### src/rtl/dwt_pkg.sv
package dwt_pkg;
   localparam logic [3:0] REG_CTRL = 4'd0;
   localparam logic [3:0] REG_CNTL = 4'd1;
   localparam logic [3:0] REG_CNTH = 4'd2;
   localparam logic [3:0] REG_CMPA = 4'd3;
   localparam logic [3:0] REG_CMPB = 4'd4;
   localparam logic [3:0] REG_CAPL = 4'd5;
   localparam logic [3:0] REG_CAPH = 4'd6;
   localparam logic [3:0] REG_FLAG = 4'd7;
   localparam logic [3:0] REG_MASK = 4'd8;

   localparam int FLG_OVF = 0;
   localparam int FLG_CMA = 1;
   localparam int FLG_CMB = 2;
   localparam int FLG_CAP = 3;
   localparam int NUM_FLG = 4;

   typedef struct packed {
      logic [1:0] spare;
      logic       filt_en;
      logic       cap_from_cmp;
      logic       cap_rise;
      logic       ext_src;
      logic       clr_match;
      logic       wide;
   } ctrl_t;
endpackage

### src/rtl/dwt_sync.sv
module dwt_sync #(
   parameter int STAGES = 2
) (
   input  logic clk,
   input  logic rst_n,
   input  logic d_i,
   output logic q_o
);
   generate
      if (STAGES < 2) begin : g_bad_stages
         $error("dwt_sync: STAGES must be at least 2");
      end
   endgenerate

   logic [STAGES-1:0] chain_q;

   always_ff @(posedge clk or negedge rst_n) begin
      if (!rst_n) chain_q <= '0;
      else        chain_q <= {chain_q[STAGES-2:0], d_i};
   end

   assign q_o = chain_q[STAGES-1];
endmodule

### src/rtl/dwt_glitch_filter.sv
module dwt_glitch_filter #(
   parameter int FILT_LEN = 4,
   parameter bit PRESENT  = 1'b1
) (
   input  logic clk,
   input  logic rst_n,
   input  logic d_i,
   input  logic en_i,
   output logic q_o
);
   generate
      if (FILT_LEN < 2) begin : g_bad_len
         $error("dwt_glitch_filter: FILT_LEN must be at least 2");
      end

      if (PRESENT) begin : g_filter
         logic [FILT_LEN-1:0] hist_q;
         logic                filt_q;

         always_ff @(posedge clk or negedge rst_n) begin
            if (!rst_n) begin
               hist_q <= '0;
               filt_q <= 1'b0;
            end else begin
               hist_q <= {hist_q[FILT_LEN-2:0], d_i};
               if (&hist_q)       filt_q <= 1'b1;
               else if (~|hist_q) filt_q <= 1'b0;
            end
         end

         assign q_o = en_i ? filt_q : d_i;

         // mixed history leaves the filtered level untouched
         a_r10_filter_hold: assert property (@(posedge clk) disable iff (!rst_n)
            ((|hist_q) && !(&hist_q)) |=> $stable(filt_q));
      end else begin : g_bypass
         assign q_o = d_i;
      end
   endgenerate
endmodule

### src/rtl/dwt_edge_det.sv
module dwt_edge_det (
   input  logic clk,
   input  logic rst_n,
   input  logic d_i,
   input  logic rise_sel_i,
   output logic ev_o
);
   logic prev_q;

   always_ff @(posedge clk or negedge rst_n) begin
      if (!rst_n) prev_q <= 1'b0;
      else        prev_q <= d_i;
   end

   assign ev_o = rise_sel_i ? (d_i & ~prev_q) : (~d_i & prev_q);
endmodule

### src/rtl/dual_width_timer.sv
module dual_width_timer
   import dwt_pkg::*;
#(
   parameter int SYNC_STAGES = 2,
   parameter int FILT_LEN    = 4,
   parameter bit HAS_FILTER  = 1'b1,
   parameter int BYTE_W      = 8
) (
   input  logic              clk,
   input  logic              rst_n,
   input  logic              tick_i,
   input  logic              ext_clk_i,
   input  logic              cap_pin_i,
   input  logic              cmp_in_i,
   input  logic              wr_en_i,
   input  logic              rd_en_i,
   input  logic [3:0]        addr_i,
   input  logic [BYTE_W-1:0] wdata_i,
   output logic [BYTE_W-1:0] rdata_o,
   output logic [3:0]        irq_o
);
   localparam int WORD_W = 2 * BYTE_W;

   generate
      if (BYTE_W != 8) begin : g_bad_width
         $error("dual_width_timer: register map assumes BYTE_W == 8");
      end
   endgenerate

   ctrl_t               ctrl_q;
   logic [WORD_W-1:0]   cnt_q, cnt_d, cap_q, cmp_word, cnt_inc;
   logic [BYTE_W-1:0]   cmpa_q, cmpb_q, tmp_q;
   logic [NUM_FLG-1:0]  flg_q, msk_q, flg_set, flg_clr;

   // register bus decode
   logic wr_ctrl, wr_cntl, wr_cnth, wr_cmpa, wr_cmpb, wr_flag, wr_mask;
   assign wr_ctrl = wr_en_i && (addr_i == REG_CTRL);
   assign wr_cntl = wr_en_i && (addr_i == REG_CNTL);
   assign wr_cnth = wr_en_i && (addr_i == REG_CNTH);
   assign wr_cmpa = wr_en_i && (addr_i == REG_CMPA);
   assign wr_cmpb = wr_en_i && (addr_i == REG_CMPB);
   assign wr_flag = wr_en_i && (addr_i == REG_FLAG);
   assign wr_mask = wr_en_i && (addr_i == REG_MASK);

   // external count clock: synchronise, then take rising edges
   logic ext_sync, ext_rise;
   dwt_sync #(.STAGES(SYNC_STAGES)) u_ext_sync (
      .clk(clk), .rst_n(rst_n), .d_i(ext_clk_i), .q_o(ext_sync));
   dwt_edge_det u_ext_edge (
      .clk(clk), .rst_n(rst_n), .d_i(ext_sync), .rise_sel_i(1'b1), .ev_o(ext_rise));

   // capture trigger: source select, synchronise, filter, edge
   logic cap_src, cap_sync, cap_filt, cap_evt;
   assign cap_src = ctrl_q.cap_from_cmp ? cmp_in_i : cap_pin_i;
   dwt_sync #(.STAGES(SYNC_STAGES)) u_cap_sync (
      .clk(clk), .rst_n(rst_n), .d_i(cap_src), .q_o(cap_sync));
   dwt_glitch_filter #(.FILT_LEN(FILT_LEN), .PRESENT(HAS_FILTER)) u_cap_filt (
      .clk(clk), .rst_n(rst_n), .d_i(cap_sync), .en_i(ctrl_q.filt_en), .q_o(cap_filt));
   dwt_edge_det u_cap_edge (
      .clk(clk), .rst_n(rst_n), .d_i(cap_filt), .rise_sel_i(ctrl_q.cap_rise), .ev_o(cap_evt));

   // counting core
   logic step_eff, hit_a, hit_b, at_max;
   assign step_eff = (ctrl_q.ext_src ? ext_rise : tick_i) && !wr_cntl;
   assign cmp_word = {cmpb_q, cmpa_q};
   assign hit_a    = ctrl_q.wide ? (cnt_q == cmp_word) : (cnt_q[BYTE_W-1:0] == cmpa_q);
   assign hit_b    = !ctrl_q.wide && (cnt_q[BYTE_W-1:0] == cmpb_q);
   assign at_max   = ctrl_q.wide ? (&cnt_q) : (&cnt_q[BYTE_W-1:0]);
   assign cnt_inc  = ctrl_q.wide ? cnt_q + 1'b1
                                 : {{BYTE_W{1'b0}}, cnt_q[BYTE_W-1:0] + 1'b1};

   always_comb begin
      cnt_d = cnt_q;
      if (wr_cntl)
         cnt_d = ctrl_q.wide ? {tmp_q, wdata_i} : {{BYTE_W{1'b0}}, wdata_i};
      else if (step_eff)
         cnt_d = (ctrl_q.clr_match && hit_a) ? '0 : cnt_inc;
   end

   // event flags: set wins over write-one-to-clear
   always_comb begin
      flg_set          = '0;
      flg_set[FLG_OVF] = step_eff && at_max;
      flg_set[FLG_CMA] = step_eff && hit_a;
      flg_set[FLG_CMB] = step_eff && hit_b;
      flg_set[FLG_CAP] = cap_evt;
      flg_clr          = wr_flag ? wdata_i[NUM_FLG-1:0] : '0;
   end

   always_ff @(posedge clk or negedge rst_n) begin
      if (!rst_n) begin
         ctrl_q <= '0;
         cnt_q  <= '0;
         cmpa_q <= '0;
         cmpb_q <= '0;
         cap_q  <= '0;
         tmp_q  <= '0;
         flg_q  <= '0;
         msk_q  <= '0;
      end else begin
         cnt_q <= cnt_d;
         flg_q <= (flg_q & ~flg_clr) | flg_set;
         if (wr_ctrl) ctrl_q <= ctrl_t'(wdata_i);
         if (wr_cmpa) cmpa_q <= wdata_i;
         if (wr_cmpb) cmpb_q <= wdata_i;
         if (wr_mask) msk_q  <= wdata_i[NUM_FLG-1:0];
         if (cap_evt) cap_q  <= cnt_q;
         if (wr_cnth)
            tmp_q <= wdata_i;
         else if (rd_en_i && ctrl_q.wide && addr_i == REG_CNTL)
            tmp_q <= cnt_q[WORD_W-1:BYTE_W];
         else if (rd_en_i && ctrl_q.wide && addr_i == REG_CAPL)
            tmp_q <= cap_q[WORD_W-1:BYTE_W];
      end
   end

   // read mux
   always_comb begin
      unique case (addr_i)
         REG_CTRL: rdata_o = ctrl_q;
         REG_CNTL: rdata_o = cnt_q[BYTE_W-1:0];
         REG_CNTH: rdata_o = ctrl_q.wide ? tmp_q : '0;
         REG_CMPA: rdata_o = cmpa_q;
         REG_CMPB: rdata_o = cmpb_q;
         REG_CAPL: rdata_o = cap_q[BYTE_W-1:0];
         REG_CAPH: rdata_o = ctrl_q.wide ? tmp_q : '0;
         REG_FLAG: rdata_o = {{(BYTE_W-NUM_FLG){1'b0}}, flg_q};
         REG_MASK: rdata_o = {{(BYTE_W-NUM_FLG){1'b0}}, msk_q};
         default:  rdata_o = '0;
      endcase
   end

   assign irq_o = flg_q & msk_q;

   // assertions
   generate
      for (genvar i = 0; i < NUM_FLG; i++) begin : g_flag_chk
         // a raised flag persists until software writes 1 to it
         a_r6_flag_hold: assert property (@(posedge clk) disable iff (!rst_n)
            (flg_q[i] && !(wr_flag && wdata_i[i])) |=> flg_q[i]);
      end
   endgenerate

   // narrow steps never leave anything in the high count byte
   a_r1_high_zero: assert property (@(posedge clk) disable iff (!rst_n)
      (!ctrl_q.wide && step_eff) |=> (cnt_q[WORD_W-1:BYTE_W] == '0));

   // compare B is silent while the counter is wide
   a_r3_no_b_in_wide: assert property (@(posedge clk) disable iff (!rst_n)
      (ctrl_q.wide && !wr_ctrl && !flg_q[FLG_CMB]) |=> !flg_q[FLG_CMB]);

   // a matching step with clear-on-match reloads zero
   a_r4_clear_reload: assert property (@(posedge clk) disable iff (!rst_n)
      (step_eff && ctrl_q.clr_match && hit_a) |=> (cnt_q == '0));

   // every capture edge raises the capture flag
   a_r8_capture_sets: assert property (@(posedge clk) disable iff (!rst_n)
      cap_evt |=> flg_q[FLG_CAP]);
endmodule

### config.mk
export PLATFORM = sky130hd
export DESIGN_NAME = dual_width_timer
export DESIGN_NICKNAME = d
export VERILOG_FILES = /design/src/rtl/dwt_pkg.sv /design/src/rtl/dwt_sync.sv /design/src/rtl/dwt_glitch_filter.sv /design/src/rtl/dwt_edge_det.sv /design/src/rtl/dual_width_timer.sv
export SDC_FILE = /design/constraint.sdc
export NUM_CORES = 1
export LEC_CHECK = 0
export ABC_AREA = 1
export CAP_MARGIN = 20
export CORE_MARGIN = 8
export CORE_UTILIZATION = 45
export CTS_CLUSTER_SIZE = 16
export DETAILED_ROUTE_END_ITERATION = 6
export PLACE_DENSITY = 0.76
export SYNTH_ARGS = -nofsm -noshare
export SYNTH_HDL_FRONTEND = slang
export SYNTH_SLANG_ARGS = --single-unit
### constraint.sdc
create_clock -name clk -period 1.5 [get_ports clk]
set_input_delay 0.225 -clock clk [delete_from_list [all_inputs] [get_ports clk]]
set_output_delay 0.225 -clock clk [all_outputs]
set_load 0.01 [all_outputs]
==> flow_summary.ini <==
[critical_path]
critPathMaxFanout = 6
critPathArrivalTime_ns = 1.47
endpoint_kind = output port
reg2reg_from = cnt_q[0]$_DFFE_PN0P_
cpMaxStageDelayCell = dfrtp_1
crit_end = rdata_o[6]
worstSetupStartpoint = ctrl_q[0]$_DFFE_PN0P_
worstPathCellList = buf_4 -> buf_6 -> nand3_1 -> nand4_1 -> buf_2
r2r_end = cnt_q[10]$_DFFE_PN0P_
critPathMaxStageDelay_ns = 0.42
r2r_cells = 10
startpoint_type = flip-flop
regToRegSetupSlack_ns = -0.17
required_ns = 1.27
crit_type = flip-flop to output port

[pwr]
p_sw_share_pct = 38.0
combinationalPowerShare_pct = 41.8
ir_worst_vdd_uv = 575
p_leak_nw = 3.17
pwr-share-seq_pct = 37.2
p_per_area_nw_per_um2 = 1320
switching_power_mw = 3.30
p_int_mw = 5.40
clkPwrFrac_pct = 21.0

[clock_tree]
clkSinkCount = 83
clock-root-buffer = clkbuf_8
clock_latency_ns = 0.38
cts_buffers = 9
cts_tree = yes
htree_levels = 3
clk_pin_slew_ns = 0.08
clk_path_buf_depth = 2

[routing]
drtIter0Drc = 513
drc = 0
vias = 4895
ant_nets = 0
totalWireLength_um = 16200
dr.pass1.iters = 6
post_drt_wl_per_cell_um = 18.2
viasPerCell = 5.49

[synth]
synth_mux_area_share_pct = 0.244
synth.avg_cell_area_um2 = 7.66
ys_ff_latch = 83
synth_xor_area_share_pct = 4.55
syn-num-nets = 624
yosys_warnings = 0
synth_top_area_share_pct = 44.9
yosysSeqAreaShare_pct = 44.9
synthCells = 603
synth-edff-count = 0
synth_area_leaders = dfrtp_1, nand2_1, o21ai_0, inv_1, nand3_1
yosys.area_share.simple_pct = 26.6
synth_compound_area_share_pct = 14.1
synthFlopType = dfrtp_1
synth_top_family_by_area = simple AND/OR/NAND/NOR gates
synth_async_sr_flop_share_pct = 100
synth_area_leader_cell = dfrtp_1
synthAdderAreaFrac_pct = 0.271
synth_cell_types = 39
syn-cell-area_um2 = 4620

[finish]
diodes = 0
fillers = 813
syn_to_final_growth_pct = 42.2
mostFrequentLayoutCells = nand2_1, buf_4, dfrtp_1
drive_gt1_share_pct = 34.4
fin_area_um2 = 6570
layout_commonest_cell = nand2_1
nets = 771
final_util_pct = 64.8

[sta]
fmax_ghz = 0.591
slew_violations = 0
timing.hold.ws_ns = 0.291
setup_slack_ns = -0.193
finalHoldViolCount = 0
finalSetupViolations = 33
fin_crit_sh_pct = 113
slew_headroom_pct = 71.2
tightest_slew_ns = 0.431
rsz0062_at_grt = true
finalCriticalPeriod_ns = 1.69
skew_ns = 0.00646

[floorplan]
start_util_pct = 45.6
pin_count = 32
rows = 37
core_area_um2 = 10100
die_w_um = 117
die-area_um2 = 13800
die_h_um = 117

[placed_design]
dp_hpwl_um = 11300
place_ws_ns = -0.946
placed_area_um2 = 5750
port_buffers = 31
globalplace.congestion = 0.983

[global_routing]
grt_use_total_pct = 23.4
grt_pass1_wl_um = 25700
gr-total-overflow = 0
grt_pass1_vias = 4933
antenna_found_initial = 0
grt_max_degree = 34

[flow_run]
drv_cap = 0

[outcome]
status = finished, violations left
violations = setup timing

[worst_hold_path]
hold_path.class = primary input to flip-flop
## layout make-up
cell class / count / area, um^2 / area share [%]
inverter: 80 / 309 / 4.70
tap: 136 / 170 / 2.59
sequential: 83 / 2080 / 31.7
clock buffer: 10 / 128 / 1.94
timing repair buffer: 154 / 1320 / 20.1
clock inverter: 6 / 90.1 / 1.37
timing repair inverter: 1 / 7.51 / 0.114
multi-input combinational: 421 / 2460 / 37.4
## metrics by stage
| stage | power [mW] | setup TNS [ns] | std cells |
|---|---|---|---|
| 2_1_floorplan | 4.58 | 0 | 603 |
| 3_3_place_gp | 6.01 | -24.20 | 842 |
| 3_5_place_dp | 6.10 | -25.64 | 842 |
| 4_1_cts | 8.40 | -1.84 | 889 |
| 5_1_grt | 9.11 | -5.81 | 891 |
| 6_report | 8.70 | -3.23 | 891 |
## layer usage
layer  global-route usage, %  vias up  part of all wire (%)
met5                       0        -                     0
met3                    4.22       77                   8.4
met4                    14.9        0                   5.4
li1                        -     2243                     -
met2                    38.4      281                    47
met1                    27.6     2294                    39
## kinds of logic (layout without fill, tap and decap cells)
group	Yosys count	count (layout)
AND/OR/NAND/NOR	280	280
buffers and inverters	99	251
XOR/XNOR	24	24
adder cells (fa/ha/maj)	1	1
multiplexers	1	1
AO/OA/AOI/OAI	115	115
flip-flops	83	83
## power by group through the flow
stage	Combinational, mW	Sequential [mW]	Clock, mW
2_1_floorplan	1.51	3.07	0
3_5_place_dp	2.84	3.25	0
5_1_grt	3.92	3.29	1.90
3_3_place_gp	2.77	3.24	0
6_report	3.64	3.24	1.82
4_1_cts	3.37	3.20	1.83
## state kept, by name, summed over array words and instances, names as in the netlist
name                        flops
u_cap_sync.chain_q              2
cmpa_q                          8
cap_q                          16
u_ext_sync.chain_q              2
cmpb_q                          8
u_ext_edge.prev_q               1
ctrl_q                          8
tmp_q                           8
flg_q                           4
msk_q                           4
u_cap_edge.prev_q               1
cnt_q                          16
u_cap_filt.g_filter.filt_q      1
u_cap_filt.g_filter.hist_q      4
## Yosys cell counts (9+ instances only)
master and n:
dfrtp_1 83, o211ai_1 11, a21oi_1 9, nor2_1 41, inv_1 73, o21ai_0 67
nand2_1 177, o22ai_1 15, nand3_1 32, xor2_1 18
## worst max-delay path, delay by kind of cell, from the launching register on
family / cells / cell delay [ns]
DFF: 1 / 0.42
buffers and inverters: 3 / 0.44
and+or+nand+nor: 2 / 0.22
## worst min-delay path by stage
| stage | start | end | slack (ns) | depth (start not counted) |
|---|---|---|---|---|
| after floorplan | rst_n | cap_q[0]$_DFFE_PN0P_ | -0.07 | 0 |
| after global placement | rst_n | cmpa_q[1]$_DFFE_PN0P_ | 0.16 | 1 |
| after detailed placement | rst_n | cmpa_q[2]$_DFFE_PN0P_ | 0.17 | 1 |
| after CTS | ext_clk_i | u_ext_sync.chain_q[0]$_DFF_PN0_ | 0.29 | 1 |
| after global routing | ext_clk_i | u_ext_sync.chain_q[0]$_DFF_PN0_ | 0.30 | 1 |
| final | ext_clk_i | u_ext_sync.chain_q[0]$_DFF_PN0_ | 0.29 | 1 |
## repair_timing
item / CTS / global route
hold endpoints to repair: 22 / 0
gates cloned: 2 / 0
resized for setup: 138 / 42
hold buffers: 1 / 0
setup endpoints to repair: 30 / 34
buffers inserted: 30 / 3
pin swaps: 30 / 15
Power figures use the tool's default switching activity.
